`src/rtl/cag_pkg.sv`:
```
package cag_pkg;
    localparam int CAG_NPTR = 4;
    localparam int CAG_AW   = 16;
    localparam int CAG_PW   = 8;

    typedef enum logic [2:0] {
        RK_INDEX  = 3'd0,
        RK_MODIFY = 3'd1,
        RK_LENGTH = 3'd2,
        RK_BASE   = 3'd3,
        RK_PAGE   = 3'd4
    } reg_kind_e;

    typedef struct packed {
        logic [CAG_AW-1:0] idx;
        logic [CAG_AW-1:0] base;
        logic [CAG_AW-1:0] len;
        logic [CAG_AW-1:0] step;
    } ptr_ctx_t;
endpackage

```
`src/rtl/cag_wrap.sv`:
```
module cag_wrap
    import cag_pkg::*;
#(
    parameter int AW = CAG_AW
) (
    input  logic [AW-1:0] idx,
    input  logic [AW-1:0] base,
    input  logic [AW-1:0] len,
    input  logic [AW-1:0] step,
    output logic [AW-1:0] nxt
);
    localparam int EW = AW + 2;

    logic signed [EW-1:0] sum;
    logic signed [EW-1:0] lo;
    logic signed [EW-1:0] hi;
    logic signed [EW-1:0] up;
    logic signed [EW-1:0] dn;
    logic                 neg;

    always_comb begin
        neg = step[AW-1];
        sum = $signed({2'b00, idx}) + $signed({{2{step[AW-1]}}, step});
        lo  = $signed({2'b00, base});
        hi  = lo + $signed({2'b00, len});
        up  = sum + $signed({2'b00, len});
        dn  = sum - $signed({2'b00, len});
        if (len == '0) begin
            nxt = sum[AW-1:0];
        end else if (neg && (sum < lo)) begin
            nxt = up[AW-1:0];
        end else if (!neg && (sum >= hi)) begin
            nxt = dn[AW-1:0];
        end else begin
            nxt = sum[AW-1:0];
        end
    end
endmodule

```
`src/rtl/cag_regbank.sv`:
```
module cag_regbank
    import cag_pkg::*;
#(
    parameter int NPTR = CAG_NPTR,
    parameter int AW   = CAG_AW,
    parameter int PW   = CAG_PW,
    localparam int PSW = $clog2(NPTR)
) (
    input  logic                     clk,
    input  logic                     rst,
    input  logic                     we,
    input  logic [2:0]               wkind,
    input  logic [PSW-1:0]           wsel,
    input  logic [AW-1:0]            wdata,
    input  logic [PW-1:0]            wpage,
    input  logic                     ue,
    input  logic [PSW-1:0]           usel,
    input  logic [AW-1:0]            uval,
    output logic [NPTR-1:0][AW-1:0]  idx_q,
    output logic [NPTR-1:0][AW-1:0]  mod_q,
    output logic [NPTR-1:0][AW-1:0]  len_q,
    output logic [NPTR-1:0][AW-1:0]  base_q,
    output logic [PW-1:0]            page_q
);
    for (genvar i = 0; i < NPTR; i++) begin : g_slot
        logic [AW-1:0] r_idx, r_mod, r_len, r_base;
        logic          hit;

        assign hit = we && (wsel == PSW'(i));

        always_ff @(posedge clk) begin
            if (rst) begin
                r_idx  <= '0;
                r_mod  <= '0;
                r_len  <= '0;
                r_base <= '0;
            end else begin
                if (hit && (wkind == RK_INDEX)) r_idx <= wdata;
                else if (ue && (usel == PSW'(i))) r_idx <= uval;
                if (hit && (wkind == RK_MODIFY)) r_mod  <= wdata;
                if (hit && (wkind == RK_LENGTH)) r_len  <= wdata;
                if (hit && (wkind == RK_BASE))   r_base <= wdata;
            end
        end

        assign idx_q[i]  = r_idx;
        assign mod_q[i]  = r_mod;
        assign len_q[i]  = r_len;
        assign base_q[i] = r_base;
    end

    always_ff @(posedge clk) begin
        if (rst)                          page_q <= '0;
        else if (we && wkind == RK_PAGE)  page_q <= wpage;
    end
endmodule

```
`src/rtl/circ_addr_gen.sv`:
```
module circ_addr_gen
    import cag_pkg::*;
#(
    parameter int NPTR = CAG_NPTR,
    parameter int AW   = CAG_AW,
    parameter int PW   = CAG_PW,
    localparam int PSW = $clog2(NPTR),
    localparam int FW  = PW + AW
) (
    input  logic           clk,
    input  logic           rst,
    input  logic           acc_valid,
    input  logic [PSW-1:0] acc_ptr,
    input  logic [PSW-1:0] acc_mod,
    input  logic           acc_pre,
    output logic [FW-1:0]  addr_out,
    input  logic           wr_en,
    input  logic [2:0]     wr_kind,
    input  logic [PSW-1:0] wr_sel,
    input  logic [AW-1:0]  wr_data,
    input  logic           bank_sel,
    input  logic [2:0]     rd_kind,
    input  logic [PSW-1:0] rd_sel,
    output logic [AW-1:0]  rd_data
);
    localparam int NBANK = 2;

    logic                    bank_q;
    logic [NPTR-1:0][AW-1:0] b_idx  [NBANK];
    logic [NPTR-1:0][AW-1:0] b_mod  [NBANK];
    logic [NPTR-1:0][AW-1:0] b_len  [NBANK];
    logic [NPTR-1:0][AW-1:0] b_base [NBANK];
    logic [PW-1:0]           b_page [NBANK];

    ptr_ctx_t      ctx;
    logic [AW-1:0] upd_val;
    logic [PW-1:0] cur_page;

    always_ff @(posedge clk) begin
        if (rst) bank_q <= 1'b0;
        else     bank_q <= bank_sel;
    end

    for (genvar b = 0; b < NBANK; b++) begin : g_bank
        logic act;
        assign act = (bank_q == 1'(b));
        cag_regbank #(.NPTR(NPTR), .AW(AW), .PW(PW)) u_bank (
            .clk   (clk),
            .rst   (rst),
            .we    (wr_en && act),
            .wkind (wr_kind),
            .wsel  (wr_sel),
            .wdata (wr_data),
            .wpage (wr_data[PW-1:0]),
            .ue    (acc_valid && act),
            .usel  (acc_ptr),
            .uval  (upd_val),
            .idx_q (b_idx[b]),
            .mod_q (b_mod[b]),
            .len_q (b_len[b]),
            .base_q(b_base[b]),
            .page_q(b_page[b])
        );
    end

    always_comb begin
        ctx.idx  = b_idx[bank_q][acc_ptr];
        ctx.base = b_base[bank_q][acc_ptr];
        ctx.len  = b_len[bank_q][acc_ptr];
        ctx.step = b_mod[bank_q][acc_mod];
        cur_page = b_page[bank_q];
    end

    cag_wrap #(.AW(AW)) u_wrap (
        .idx (ctx.idx),
        .base(ctx.base),
        .len (ctx.len),
        .step(ctx.step),
        .nxt (upd_val)
    );

    assign addr_out = {cur_page, (acc_pre ? upd_val : ctx.idx)};

    always_comb begin
        case (rd_kind)
            RK_INDEX:  rd_data = b_idx[bank_q][rd_sel];
            RK_MODIFY: rd_data = b_mod[bank_q][rd_sel];
            RK_LENGTH: rd_data = b_len[bank_q][rd_sel];
            RK_BASE:   rd_data = b_base[bank_q][rd_sel];
            RK_PAGE:   rd_data = AW'(cur_page);
            default:   rd_data = '0;
        endcase
    end
endmodule

```
`config.mk`:
```
export PLATFORM = sky130hd
export DESIGN_NAME = circ_addr_gen
export DESIGN_NICKNAME = d
export VERILOG_FILES = /design/src/rtl/cag_pkg.sv /design/src/rtl/cag_wrap.sv /design/src/rtl/cag_regbank.sv /design/src/rtl/circ_addr_gen.sv
export SDC_FILE = /design/constraint.sdc
export NUM_CORES = 2
export LEC_CHECK = 0
export BUFFER_PORTS_ARGS = -buffer_cell sky130_fd_sc_hd__buf_2
export CAP_MARGIN = 20
export CORE_MARGIN = 2
export CORE_UTILIZATION = 55
export CTS_CLUSTER_DIAMETER = 30
export DETAILED_ROUTE_END_ITERATION = 6
export GPL_TIMING_DRIVEN = 0
export PLACE_DENSITY = 0.7
export RECOVER_POWER = 25
export SLEW_MARGIN = 0
export SYNTH_ARGS = -nofsm -noshare
export SYNTH_HDL_FRONTEND = slang
export SYNTH_SLANG_ARGS = --single-unit
```
`constraint.sdc`:
```
create_clock -name clk -period 24.5 [get_ports clk]
set_input_delay 4.9 -clock clk [delete_from_list [all_inputs] [get_ports clk]]
set_output_delay 4.9 -clock clk [all_outputs]
set_load 0.01 [all_outputs]
```
==> metrics.md <==
| Metric | Value |
|---|---|
| Outcome | complete, but fails checks |
| Failing checks | design-rule violations |
| Post-synthesis async set-or-reset flop share | 0% |
| Hold Fails Final Rpt | 0 |
| Routed Antenna Nets | 0 |
| Placed Instances | 4472 |
| Port buffer count | 54 |
| Post-synthesis sequential area ratio | 33.3% |
| CP Max Fanout | 10 |
| Finished Core Util | 65.9% |
| Psw | 840 uW |
| Logic pwr share | 13.0% |
| Critical path arrival | 17.62 ns |
| Synth area leaders | dfxtp_1, mux4_2, nand2_1 |
| Residual DRC | 8 |
| Cell count after synthesis | 3633 |
| Yosys cell types | 86 |
| Grt total ovfl | 0 |
| Min Clock Period, post-route | between 20 and 25 ns |
| Vias in the first global route | 31100 |
| Global-route wire length before repair | 221000 um |
| Pleak | around 0.014 uW |
| TritonRoute pass-1 iters | 7 |
| Capturing point of the worst reg2reg path | g_bank[1].u_bank.g_slot[0].r_idx[6] |
| Post-Layout Cell Count | approximately 4700 |
| Fin crit share | 91.9% |
| Main synth FF type | dfxtp_1 |
| Starting Density | 55.4% |
| Synth Register Bits | between 500 and 600 |
| Routability congestion estimate | 1.04 |
| CTS tree | yes |
| Slew margin rel. | 13.1% |
| Critical R2R Launch | bank_q |
| Worst-Skew Late Latency | 0.72 ns |
| Fin nets | roughly 4000 |
| Final setup fails | 0 |
| Max-Cap Viols | 0 |
| Syn Nets | 3765 |
| Clk pin slew, worst setup/hold paths | 0.04 ns |
| Final Cell Area | 37800 sq um |
| Synth Cell Area | 31800 sq um |
| Number of synthesized flops with an enable pin | 0 |
| Worst Setup Start Kind | input port |
| Largest net degree at the start of global routing | 18 |
| Buf+Inv Stages, Crit Path | 10 |
| Achievable clock frequency | ~0.044 GHz |
| Worst hold path type | register to register |
| Area grow syn2layout | 18.9% |
| CTS Buffer Depth | 3 |
| Initial DRC Count | approximately 5000 |
| Via count | 33200 |
| CP endpoint kind | output port |
| Flop pwr share | between 20% and 30% |
| Setup CP Type | input port to output port |
| Peak VDD IR | slightly below 80 uV |
| Number of buffers created by CTS | 121 |
| Die Y | 244 um |
| Worst-Margin Slew | 1.30 ns |
| Clock power frac | 57.4% |
| Post-synth top area cell | dfxtp_1 |
| Detailed Place HPWL | 116000 um |
| Die width | 244 um |
| CP delay by family, top | buffers and inverters |
| Pint | 2150 uW |
| H-tree levels | 3 |
| Clock Skews | approximately 0.07 ns |
| Critical Path Stages | 34 |
| Worst R2R Setup Slack | 11.61 ns |
| Critical Path Start | acc_ptr[0] |
| Die area | approximately 60000 sq um |
| Fraction of layout cells with a size suffix above 1 | 16.8% |
| Post-CTS setup buffer count | 0 |
| Vias per inst | 7.05 |
| Area after DPL | roughly 33000 sq um |
| Final wirelength | 159000 um |
| Drt wl/cell | 33.7 um |
| RSZ-0062 raised after global routing | no |
| Initial antenna violation count | 9 |
| Top cells by instance count after synthesis | nand2_1, dfxtp_1, a21oi_1, clkbuf_1, mux4_2 |
| Core area | 57400 sq um |
| Post-Route Setup TNS | 0 ns |
| I/O pin count | 76 |
| Required @ worst endpoint | 19.60 ns |
| Row count | 88 |
| Synth Area per Inst | 8.75 sq um |
| Most frequent cell after synthesis | nand2_1 |
| CTS Hold Bufs | 0 |
| Top cell type's share of synthesized area | 33.3% |
| YS warnings | 0 |
| Fin. max-slew vios | 0 |
| GRT Overall Usage | a little over half |
| Setup crit end | addr_out[10] |
| CTS sink cnt | 529 |
| Power per Cell Area | 79.0 nW/um^2 |
| CTS-repair resized insts | 0 |
| CTS root buf | clkbuf_16 |
| Net Sw Frac | 28.1% |
| CP peak stage delay | 0.95 ns |
| R2R depth | 35 |
| Slowest CP cell | clkbuf_1 |
| Total Power | 2990 uW |
==> cell type report <==
cell class	count	area, sq um
multi-input combinational	2733	19700
fill	4888	19600
sequential	529	10600
clock buffer	158	3420
buffer	309	1210
tap	765	957
clock inverter	66	903
timing repair buffer	83	721
inverter	62	233
antenna	5	12.5
==> stage by stage <==
step           worst slack [ns]  hold slack (ns)
6_report                   1.98            0.453
3_3_place_gp               2.61            0.441
5_1_grt                    1.67            0.467
4_1_cts                    2.59            0.450
3_5_place_dp               2.58            0.444
2_1_floorplan              7.20            0.433
==> power by group through the flow <==
| stage | logic, uW | clock network (uW) | registers (uW) |
|---|---|---|---|
| CTS | 367 | 1690 | 884 |
| detailed placement | 366 | 0 | 900 |
| global route | 395 | 1740 | 885 |
| floorplan | 219 | 0 | 897 |
| global placement | 358 | 0 | 899 |
| finish | 390 | 1710 | 884 |
==> how the worst min path moves through the flow <==
stage,start,end,depth (start not counted)
2_1_floorplan,g_bank[1].u_bank.g_slot[0].r_base[12],g_bank[1].u_bank.g_slot[0].r_base[12],2
3_3_place_gp,g_bank[0].u_bank.g_slot[0].r_base[8],g_bank[0].u_bank.g_slot[0].r_base[8],2
3_5_place_dp,g_bank[0].u_bank.g_slot[0].r_base[8],g_bank[0].u_bank.g_slot[0].r_base[8],2
4_1_cts,g_bank[0].u_bank.g_slot[0].r_base[8],g_bank[0].u_bank.g_slot[0].r_base[8],2
5_1_grt,g_bank[1].u_bank.g_slot[2].r_base[12],g_bank[1].u_bank.g_slot[2].r_base[12],2
6_report,g_bank[1].u_bank.g_slot[2].r_base[12],g_bank[1].u_bank.g_slot[2].r_base[12],2
==> flip-flops by register name, indices dropped and copies added (netlist names) <==
signal                       flops
g_bank.u_bank.page_q            16
g_bank.u_bank.g_slot.r_mod     128
g_bank.u_bank.g_slot.r_idx     128
g_bank.u_bank.g_slot.r_len     128
g_bank.u_bank.g_slot.r_base    128
bank_q                           1
==> metal layers <==
metal / track usage, % / up-vias / wire length [um]
li1: - / 13600 / -
met1: 60.8 / 15900 / 53100
met2: 74.8 / 2890 / 65000
met3: 23.7 / 805 / 25400
met4: 39.3 / 12 / 15200
met5: 0.163 / - / 83
==> tightest hold or removal path: cells and delay by family (launching register included) <==
kind	cells	cell delay, ns
AOI/OAI and AO/OA	1	0.05
DFF	1	0.30
and+or+nand+nor	1	0.05
==> placed cells by master, fill, tap and decap left out, types with 35 or more instances in the layout <==
cell       Yosys  layout
a21oi_1      453     453
or3_1         63      63
mux4_2       234     234
a21o_1        50      50
buf_1         44      44
a311oi_1      48      48
mux2_2        75      75
ha_1          92      92
nand2_1      894     894
nor2_1       167     167
clkbuf_16      0     122
inv_1         60      60
a211oi_1      50      50
clkbuf_1     248     263
buf_2          9      61
dfxtp_1      529     529
mux2i_1      100     100
o221ai_1      35      35
o21ai_0      116     115
==> cell families after synthesis <==
kind of cell,Yosys count,share of synthesized area (%)
adder cells (fa/ha/maj),96,3.87
multiplexers,410,22.4
flip-flops,529,33.3
AND/OR/NAND/NOR,1303,17.5
AO/OA/AOI/OAI,897,17.5
buffers and inverters,371,4.56
XOR/XNOR,27,0.768
No activity file was read; power rests on OpenSTA's default activity.
